<file path="src/rtl/pio_pkg.sv">
`timescale 1ns/1ps
// Shared constants and types for the dual-port adapter.
// Assumes an 8-bit control register with fixed bit meanings.
package pio_pkg;
    localparam int CTL_FLAG1    = 7;
    localparam int CTL_FLAG2    = 6;
    localparam int CTL_AUX_DIR  = 5;
    localparam int CTL_AUX_B    = 4;
    localparam int CTL_AUX_A    = 3;
    localparam int CTL_PORT_SEL = 2;
    localparam int CTL_EDGE_POL = 1;
    localparam int CTL_IRQ_EN   = 0;
    localparam int CFG_W        = 6;

    // Output modes of the second control line (bits 4:3 while bit 5 is set)
    typedef enum logic [1:0] {
        AUX_HANDSHAKE = 2'b00,
        AUX_PULSE     = 2'b01,
        AUX_FORCE_LO  = 2'b10,
        AUX_FORCE_HI  = 2'b11
    } aux_mode_e;
endpackage

</file>
<file path="src/rtl/pio_edge_sync.sv">
`timescale 1ns/1ps
// Multi-stage synchronizer followed by a one-register edge detector.
// Assumes STAGES >= 2 and that the input is low during reset.
module pio_edge_sync #(
    parameter int STAGES = 2
) (
    input  logic clk,
    input  logic rst_n,
    input  logic pin,
    output logic rise,
    output logic fall
);
    logic [STAGES-1:0] chain_q;
    logic              last_q;

    // Shift the pin through the synchronizer and keep the previous sample
    always_ff @(posedge clk) begin
        if (!rst_n) begin
            chain_q <= '0;
            last_q  <= 1'b0;
        end else begin
            chain_q <= {chain_q[STAGES-2:0], pin};
            last_q  <= chain_q[STAGES-1];
        end
    end

    // Compare synchronized level with its previous value
    always_comb begin
        rise = chain_q[STAGES-1] & ~last_q;
        fall = ~chain_q[STAGES-1] & last_q;
    end
endmodule

</file>
<file path="src/rtl/pio_side.sv">
`timescale 1ns/1ps
// One side of the adapter: direction, output and control registers,
// flag logic and the second control line.
// TRIG_ON_WRITE picks the access that drives the handshake: 0 for a port
// read, 1 for a port write. Assumes DATA_W >= 8.
module pio_side
    import pio_pkg::*;
#(
    parameter int DATA_W        = 8,
    parameter int SYNC_STAGES   = 2,
    parameter bit TRIG_ON_WRITE = 1'b0
) (
    input  logic              clk,
    input  logic              rst_n,
    input  logic              data_sel,
    input  logic              ctl_sel,
    input  logic              rd_stb,
    input  logic              wr_stb,
    input  logic [DATA_W-1:0] wdata,
    input  logic [DATA_W-1:0] pin_in,
    input  logic              sense_in,
    input  logic              aux_in,
    output logic [DATA_W-1:0] data_rd,
    output logic [7:0]        ctl_rd,
    output logic [DATA_W-1:0] pin_out,
    output logic [DATA_W-1:0] pin_oe,
    output logic              aux_out,
    output logic              aux_oe,
    output logic              irq_n,
    output logic              sense_hit
);
    logic [DATA_W-1:0] dir_q, out_q;
    logic [CFG_W-1:0]  cfg_q;
    logic              flag1_q, flag2_q, aux_q;
    logic              s_rise, s_fall, x_rise, x_fall;
    logic              hit1, hit2, clr, trig, port_sel;
    aux_mode_e         mode;

    pio_edge_sync #(.STAGES(SYNC_STAGES)) u_sense (
        .clk(clk), .rst_n(rst_n), .pin(sense_in), .rise(s_rise), .fall(s_fall)
    );
    pio_edge_sync #(.STAGES(SYNC_STAGES)) u_aux (
        .clk(clk), .rst_n(rst_n), .pin(aux_in), .rise(x_rise), .fall(x_fall)
    );

    // Decode active edges, the clearing read and the handshake trigger
    always_comb begin
        port_sel = cfg_q[CTL_PORT_SEL];
        mode     = aux_mode_e'(cfg_q[CTL_AUX_B:CTL_AUX_A]);
        hit1     = cfg_q[CTL_EDGE_POL] ? s_rise : s_fall;
        hit2     = ~cfg_q[CTL_AUX_DIR] & (cfg_q[CTL_AUX_B] ? x_rise : x_fall);
        clr      = data_sel & rd_stb & port_sel;
        trig     = data_sel & port_sel & (TRIG_ON_WRITE ? wr_stb : rd_stb);
    end

    // Processor-written registers
    always_ff @(posedge clk) begin
        if (!rst_n) begin
            dir_q <= '0;
            out_q <= '0;
            cfg_q <= '0;
        end else begin
            if (ctl_sel && wr_stb)
                cfg_q <= wdata[CFG_W-1:0];
            if (data_sel && wr_stb) begin
                if (port_sel)
                    out_q <= wdata;
                else
                    dir_q <= wdata;
            end
        end
    end

    // Status flags: an edge wins over a clearing read in the same cycle
    always_ff @(posedge clk) begin
        if (!rst_n) begin
            flag1_q <= 1'b0;
            flag2_q <= 1'b0;
        end else begin
            if (hit1)
                flag1_q <= 1'b1;
            else if (clr)
                flag1_q <= 1'b0;
            if (hit2)
                flag2_q <= 1'b1;
            else if (clr)
                flag2_q <= 1'b0;
        end
    end

    // Second control line output level by mode
    always_ff @(posedge clk) begin
        if (!rst_n) begin
            aux_q <= 1'b1;
        end else if (!cfg_q[CTL_AUX_DIR]) begin
            aux_q <= 1'b1;
        end else begin
            unique case (mode)
                AUX_HANDSHAKE: begin
                    if (trig)
                        aux_q <= 1'b0;
                    else if (hit1)
                        aux_q <= 1'b1;
                end
                AUX_PULSE:    aux_q <= ~trig;
                AUX_FORCE_LO: aux_q <= 1'b0;
                AUX_FORCE_HI: aux_q <= 1'b1;
            endcase
        end
    end

    // Read values and pin-facing outputs
    always_comb begin
        data_rd   = port_sel ? ((out_q & dir_q) | (pin_in & ~dir_q)) : dir_q;
        ctl_rd    = {flag1_q, flag2_q, cfg_q};
        pin_out   = out_q;
        pin_oe    = dir_q;
        aux_out   = aux_q;
        aux_oe    = cfg_q[CTL_AUX_DIR];
        irq_n     = ~((flag1_q & cfg_q[CTL_IRQ_EN]) |
                      (flag2_q & cfg_q[CTL_AUX_A] & ~cfg_q[CTL_AUX_DIR]));
        sense_hit = hit1;
    end
endmodule

</file>
<file path="src/rtl/pio_adapter.sv">
`timescale 1ns/1ps
// Top of the dual-port adapter: decodes the four bus offsets, builds the
// two sides and multiplexes the read data.
// Assumes one strobe per access, sampled on the rising clock edge.
module pio_adapter #(
    parameter int DATA_W      = 8,
    parameter int SYNC_STAGES = 2
) (
    input  logic              clk,
    input  logic              rst_n,
    input  logic              bus_cs,
    input  logic              bus_rd,
    input  logic              bus_wr,
    input  logic [1:0]        bus_addr,
    input  logic [DATA_W-1:0] bus_wdata,
    output logic [DATA_W-1:0] bus_rdata,
    input  logic [DATA_W-1:0] a_pin_in,
    output logic [DATA_W-1:0] a_pin_out,
    output logic [DATA_W-1:0] a_pin_oe,
    input  logic              a_sense_in,
    input  logic              a_hs_in,
    output logic              a_hs_out,
    output logic              a_hs_oe,
    output logic              a_irq_n,
    input  logic [DATA_W-1:0] b_pin_in,
    output logic [DATA_W-1:0] b_pin_out,
    output logic [DATA_W-1:0] b_pin_oe,
    input  logic              b_sense_in,
    input  logic              b_hs_in,
    output logic              b_hs_out,
    output logic              b_hs_oe,
    output logic              b_irq_n
);
    localparam int SIDES = 2;

    logic [DATA_W-1:0] pin_in_v  [SIDES];
    logic [DATA_W-1:0] pin_out_v [SIDES];
    logic [DATA_W-1:0] pin_oe_v  [SIDES];
    logic [DATA_W-1:0] data_rd_v [SIDES];
    logic [7:0]        ctl_rd_v  [SIDES];
    logic              sense_v   [SIDES];
    logic              aux_in_v  [SIDES];
    logic              aux_out_v [SIDES];
    logic              aux_oe_v  [SIDES];
    logic              irq_n_v   [SIDES];
    logic              hit_v     [SIDES];

    assign pin_in_v[0] = a_pin_in;
    assign pin_in_v[1] = b_pin_in;
    assign sense_v[0]  = a_sense_in;
    assign sense_v[1]  = b_sense_in;
    assign aux_in_v[0] = a_hs_in;
    assign aux_in_v[1] = b_hs_in;

    // Side 0 hands off on a port read, side 1 on a port write
    for (genvar gi = 0; gi < SIDES; gi++) begin : g_side
        localparam logic [1:0] LOC_DATA = 2'(2 * gi);
        localparam logic [1:0] LOC_CTL  = 2'(2 * gi + 1);
        pio_side #(
            .DATA_W(DATA_W),
            .SYNC_STAGES(SYNC_STAGES),
            .TRIG_ON_WRITE(gi == 1)
        ) u_side (
            .clk(clk),
            .rst_n(rst_n),
            .data_sel(bus_cs && bus_addr == LOC_DATA),
            .ctl_sel(bus_cs && bus_addr == LOC_CTL),
            .rd_stb(bus_rd),
            .wr_stb(bus_wr),
            .wdata(bus_wdata),
            .pin_in(pin_in_v[gi]),
            .sense_in(sense_v[gi]),
            .aux_in(aux_in_v[gi]),
            .data_rd(data_rd_v[gi]),
            .ctl_rd(ctl_rd_v[gi]),
            .pin_out(pin_out_v[gi]),
            .pin_oe(pin_oe_v[gi]),
            .aux_out(aux_out_v[gi]),
            .aux_oe(aux_oe_v[gi]),
            .irq_n(irq_n_v[gi]),
            .sense_hit(hit_v[gi])
        );
    end

    assign a_pin_out = pin_out_v[0];
    assign a_pin_oe  = pin_oe_v[0];
    assign a_hs_out  = aux_out_v[0];
    assign a_hs_oe   = aux_oe_v[0];
    assign a_irq_n   = irq_n_v[0];
    assign b_pin_out = pin_out_v[1];
    assign b_pin_oe  = pin_oe_v[1];
    assign b_hs_out  = aux_out_v[1];
    assign b_hs_oe   = aux_oe_v[1];
    assign b_irq_n   = irq_n_v[1];

    // Read multiplexer, zero when not reading
    always_comb begin
        bus_rdata = '0;
        if (bus_cs && bus_rd) begin
            unique case (bus_addr)
                2'd0: bus_rdata = data_rd_v[0];
                2'd1: bus_rdata = DATA_W'(ctl_rd_v[0]);
                2'd2: bus_rdata = data_rd_v[1];
                2'd3: bus_rdata = DATA_W'(ctl_rd_v[1]);
            endcase
        end
    end
endmodule

</file>
<file path="config.mk">
export PLATFORM = sky130hd
export DESIGN_NAME = pio_adapter
export DESIGN_NICKNAME = d
export VERILOG_FILES = /design/src/rtl/pio_pkg.sv /design/src/rtl/pio_edge_sync.sv /design/src/rtl/pio_side.sv /design/src/rtl/pio_adapter.sv
export SDC_FILE = /design/constraint.sdc
export NUM_CORES = 1
export LEC_CHECK = 0
export ABC_AREA = 1
export CORE_AREA = 5 5 108 80
export DETAILED_ROUTE_END_ITERATION = 16
export DIE_AREA = 0 0 113 85
export PLACE_DENSITY = 0.69
export RECOVER_POWER = 25
export SLEW_MARGIN = 20
export SYNTH_ARGS = -nofsm -noshare
export SYNTH_HDL_FRONTEND = slang
export SYNTH_SLANG_ARGS = --single-unit
</file>
<file path="constraint.sdc">
create_clock -name clk -period 1.5 [get_ports clk]
set_clock_uncertainty 0.2 [all_clocks]
set_input_delay 0.15 -clock clk [delete_from_list [all_inputs] [get_ports clk]]
set_output_delay 0.15 -clock clk [all_outputs]
set_load 0.03 [all_outputs]
</file>
== After elaboration in Yosys (flattened, before gate mapping) ==
Cells that the tools add are included.
W data, S select, Z words.

* Register bits: 62
* Input port bits: 35
* Output and inout bits: 46
* Word-level logic and storage cells: 123

* Eq/ne operators: 11
* Muxes and demuxes: 20
* Bitwise logic cells: 50
* Reduce and logical (&&, ||, !) cells: 22

{| class="wikitable"
|+ Operator list
! kind !! count
|-
| $and A8 B8 Y8 || 4
|-
| $pmux W8 S4 || 1
|-
| $and A1 B1 Y1 || 24
|-
| $mux W8 || 3
|-
| $not A1 Y1 || 16
|-
| $not A8 Y8 || 2
|-
| $or A8 B8 Y8 || 2
|-
| $mux W1 || 14
|-
| $eq A2 B2 Y1 const B || 6
|-
| $reduce_and A2 Y1 || 6
|-
| $logic_and A1 B1 Y1 || 9
|-
| $pmux W1 S4 || 2
|-
| $reduce_bool A2 Y1 || 4
|-
| $eq A2 B1 Y1 const B || 3
|-
| $logic_not A2 Y1 || 3
|-
| $ne A3 B1 Y1 const B || 2
|-
| $or A1 B1 Y1 || 2
|}

== Depth between registers and ports, before layout ==
* Word-level depth: 6
* Mapped depth: 9
* Depth with buffers taken out: 8

== Hierarchy ==
From an unflattened synthesis, not the netlist that was laid out.

* Cells, all modules: 432
* Area, all modules: 2,984.1 µm²

{| class="wikitable"
|+ By module, submodules not included
! module !! instances !! cells each !! area each (µm²) !! seq. area each (µm²)
|-
| pio_side at g_side[0].u_side || 1 || 155 || 1,117.3 || 500.5
|-
| pio_side at g_side[1].u_side || 1 || 147 || 1,089.8 || 500.5
|-
| pio_edge_sync || 4 || 13 || 100.1 || 60.1
|-
| pio_adapter || 1 || 78 || 376.6 || 0.0
|}

== Least setup slack after synthesis ==
OpenSTA, ideal clock, no wires.

* Path type: reg-to-output
* From: reg g_side[1].u_side.cfg_q[5]
* To: out bus_rdata[5]
* Data arrival time: 1.383 ns
* Data required time: 1.150 ns
* Path slack: -0.233 ns
* Cell stages (with the launch flop): 5
* Buffers on the path: 0
* Cells stage by stage: dfxtp_1 inv_1 o21ai_0 o21ai_0 a21oi_1

* Word-level cells in the longest chain between the ends: 2

{| class="wikitable"
|+ Ends and longest elaborated chain
! item !! line !! RTL
|-
| from (decl) || pio_side.sv:33 || <nowiki>logic [CFG_W-1:0] cfg_q;</nowiki>
|-
| from (signal assigned) || pio_side.sv:64 || <nowiki>cfg_q <= wdata[CFG_W-1:0];</nowiki>
|-
| $pmux W8 S4 || pio_adapter.sv:100 || <nowiki>unique case (bus_addr)</nowiki>
|-
| $mux W8 || pio_adapter.sv:99 || <nowiki>if (bus_cs && bus_rd) begin</nowiki>
|-
| to (decl) || pio_adapter.sv:16 || <nowiki>output logic [DATA_W-1:0] bus_rdata,</nowiki>
|}

Every way passes these cells.

== Worst setup path in the final report ==
* From: reg g_side[0].u_side.cfg_q[2]
* To: out bus_rdata[1]

* Word-level cells in the longest chain between the ends: 3

{| class="wikitable"
|+ Ends and longest elaborated chain
! item !! line !! RTL
|-
| from (decl) || pio_side.sv:33 ||
|-
| from (signal assigned) || pio_side.sv:64 ||
|-
| $mux W8 || pio_side.sv:114 || <nowiki>data_rd = port_sel ? ((out_q & dir_q) | (pin_in & ~dir_q)) : dir_q;</nowiki>
|-
| $pmux W8 S4 || pio_adapter.sv:100 ||
|-
| $mux W8 || pio_adapter.sv:99 ||
|}

Every way passes these cells.

==> flow_metrics.env <==
export IMPL_setup_viol=14
export IMPL_synth_avg_cell_area_um2=6.83
export IMPL_firstDrtPassIters=4
export IMPL_rsz0062_at_grt="yes"
export IMPL_numCtsBuffers=9
export IMPL_hp_class="input pin to register"
export IMPL_mappedNetlistNets=459
export IMPL_clock_path_buffers=2
export IMPL_hold_viol=0
export IMPL_dpl_worst_slack_ns=-0.425
export IMPL_grt_usage_pct=19.6
export IMPL_slew_violations=0
export IMPL_cp_start_kind="register"
export IMPL_grt_max_degree=60
export IMPL_fill_cells=687
export IMPL_vias_per_cell=4.78
export IMPL_async_reset_ff_share_pct=0
export IMPL_report_power_total_uw=3860
export IMPL_synthAdderAreaFrac_pct=0
export IMPL_worstPathArrival_ns=1.41
export IMPL_final_area_mm2=0.00446
export IMPL_crit_family="flip-flops"
export IMPL_synth_mux_area_share_pct=0
export IMPL_yosys_area_share_simple_pct=26.0
export IMPL_clock_power_share_pct=40.0
export IMPL_swShare_pct=27.6
export IMPL_core_mm2=0.00753
export IMPL_cts_root_buf="clkbuf_8"
export IMPL_status="complete, but fails checks"
export IMPL_wire_per_inst_um=14.3
export IMPL_antenna_left=0
export IMPL_max_cap_violations=0
export IMPL_synth_distinct_cells=26
export IMPL_worstPathMaxFanout=5
export IMPL_grt_pass1_wl_mm=15.0
export IMPL_synth_xor_area_share_pct=0
export IMPL_crit_top_cell="buf_6"
export IMPL_nNetsFinal=569
export IMPL_synth_compound_area_share_pct=19.2
export IMPL_yosys_warnings=0
export IMPL_fin_tns_setup_ns=-2.04
export IMPL_cts_sinks=62
export IMPL_route_vias_total=3062
export IMPL_critical_path_buf_inv_count=2
export IMPL_grt_pass1_vias=3094
export IMPL_grt_overflow=0
export IMPL_seqPwrFrac_pct=44.9
export IMPL_gp_congestion=0.855
export IMPL_worst_pin_slew_ns=0.602
export IMPL_cp_end_kind="output port"
export IMPL_hold_slack_ns=0.123
export IMPL_worst_endpoint_required_ns=1.15
export IMPL_fmax_mhz=568
export IMPL_antenna_found_initial=0
export IMPL_ys_seq_area_share_pct=42.9
export IMPL_rows=27
export IMPL_synth_enable_flop_cells=0
export IMPL_power_density_mw_per_mm2=865
export IMPL_routed_wl_mm=9.17
export IMPL_p_comb_share_pct=15.1
export IMPL_start_util_pct=38.4
export IMPL_chipHeight_um=85
export IMPL_drtIter0Drc=222
export IMPL_p_switching_uw=1070
export IMPL_fin_ws_ns=-0.260
export IMPL_place_hpwl_mm=6.55
export IMPL_clk_latency_ns=0.35
export IMPL_area_growth_pct=54.3
export IMPL_cpMaxStageDelayCell="dfxtp_4"
export IMPL_p_leak_uw=0.00190
export IMPL_synth_top_family_by_area="simple AND/OR/NAND/NOR gates"
export IMPL_synth_cells=424
export IMPL_internal_power_uw=2800
export IMPL_io_buffers=80
export IMPL_postPlaceCellArea_mm2=0.00396
export IMPL_maxSlewHeadroom_pct=59.9
export IMPL_clk_pin_slew_worst_paths_ns=0.07
export IMPL_ir_drop_uv=455
export IMPL_n_antenna_cell=0
export IMPL_drc=0
export IMPL_critPathKind="register to output port"
export IMPL_num_io_pins=81
export IMPL_min_period_over_period_pct=117
export IMPL_drive_gt1_share_pct=28.0
export IMPL_critPathMaxStageDelay_ns=0.38
export IMPL_worstPathCellList="buf_6 -> nand3_2 -> nand3_1 -> nand2_1 -> a21oi_2 -> buf_6"
export IMPL_violations="negative setup slack"
export IMPL_synth_area_mm2=0.00289
export IMPL_synth_ff_type="dfxtp_1"
export IMPL_cts_tree="yes"
export IMPL_htreeDepth=3
export IMPL_die_x_um=113
export IMPL_die_area_mm2=0.00961
export IMPL_min_period_ns=1.76
export IMPL_ys_seq_elements=62
cells in the mapped netlist (2+ instances only):
| master | n | area (um^2) |
|---|---|---|
| buf_6 | 3 | 33.8 |
| nand2_4 | 2 | 22.5 |
| buf_2 | 7 | 35.0 |
| a21oi_1 | 34 | 170 |
| nand2_1 | 78 | 293 |
| inv_1 | 59 | 221 |
| nand3_1 | 32 | 160 |
| nor2_4 | 2 | 22.5 |
| nor2_1 | 54 | 203 |
| a21oi_2 | 4 | 35.0 |
| a32oi_1 | 2 | 17.5 |
| inv_2 | 5 | 18.8 |
| clkbuf_1 | 5 | 18.8 |
| dfxtp_1 | 62 | 1240 |
| o21ai_0 | 43 | 215 |
| o21ai_1 | 22 | 110 |
cells by family after synthesis:
| kind of cell | after synthesis |
|---|---|
| AND/OR/NAND/NOR | 174 |
| AO/OA/AOI/OAI | 106 |
| buffers and inverters | 82 |
| flip-flops | 62 |
flip-flops by register name, indices dropped and copies added (netlist names):
signal,cells
g_side.u_side.u_aux.last_q,2
g_side.u_side.aux_out,2
g_side.u_side.u_sense.chain_q,4
g_side.u_side.flag1_q,2
g_side.u_side.pin_oe,16
g_side.u_side.cfg_q,12
g_side.u_side.pin_out,16
g_side.u_side.flag2_q,2
g_side.u_side.u_sense.last_q,2
g_side.u_side.u_aux.chain_q,4
worst reg2reg max path: stages (launching register included):
cell	delay (ns)
dfxtp_4	0.37
inv_2	0.13
buf_4	0.15
nand3_4	0.17
buf_4	0.20
a21oi_2	0.12
power by group through the flow:
| stage | clock [uW] | sequential [uW] | combinational [uW] |
|---|---|---|---|
| after detailed placement | 0 | 1770 | 525 |
| after CTS | 1570 | 1730 | 561 |
| after floorplan | 0 | 1800 | 244 |
| final | 1540 | 1740 | 584 |
| after global placement | 0 | 1770 | 518 |
| after global routing | 1640 | 1740 | 636 |
routing by layer:
metal	vias to the layer above	wire length, um	track usage, %
met3	7	656	5.84
met2	99	4200	31.0
met5	-	0	0
met1	1386	4220	26.1
met4	0	97	5.02
li1	1570	-	-
stage by stage:
step	utilization [%]	std cells
floorplan	-	424
global placement	52.6	613
detailed placement	52.6	613
CTS	58.1	639
global route	59.3	640
finish	59.3	640
path summary, 6_finish.rpt:
kind                                             from                                  end  slack (ns)  cells after the start
setup / recovery            g_side[0].u_side.cfg_q[2]                         bus_rdata[1]       -0.26                      6
setup reg to reg            g_side[0].u_side.cfg_q[2]           g_side[0].u_side.pin_oe[4]        0.09                      5
hold / removal                             a_sense_in  g_side[0].u_side.u_sense.chain_q[0]        0.12                      3
hold reg to reg   g_side[1].u_side.u_sense.chain_q[0]  g_side[1].u_side.u_sense.chain_q[1]        0.21                      2
placed cells by master, fill, tap and decap left out, types with 18 or more instances in the layout:
cell,n
dfxtp_1,54
nand2_1,60
o21ai_0,33
nand3_1,18
inv_1,55
a21oi_1,29
o21ai_1,31
buf_4,26
clkdlybuf4s50_1,31
nor2_1,51
repair_timing:
action,CTS,global route
pin swaps,14,13
buffers inserted,8,2
gates resized for setup,99,76
cloned,2,0
endpoints found under the setup margin,49,39
hold buffers,0,0
final cells by class:
type,instances,area (um^2),share of cell area [%]
Timing Repair inverter,1,7.51,0.168
Inverter,67,264,5.91
Tap cell,101,126,2.83
Clock inverter,5,57.6,1.29
Timing Repair Buffer,113,1020,22.9
Multi-Input combinational cell,280,1580,35.3
Sequential cell,62,1260,28.2
Clock buffer,11,151,3.39
Note: power is estimated with default switching activity, not from simulation.
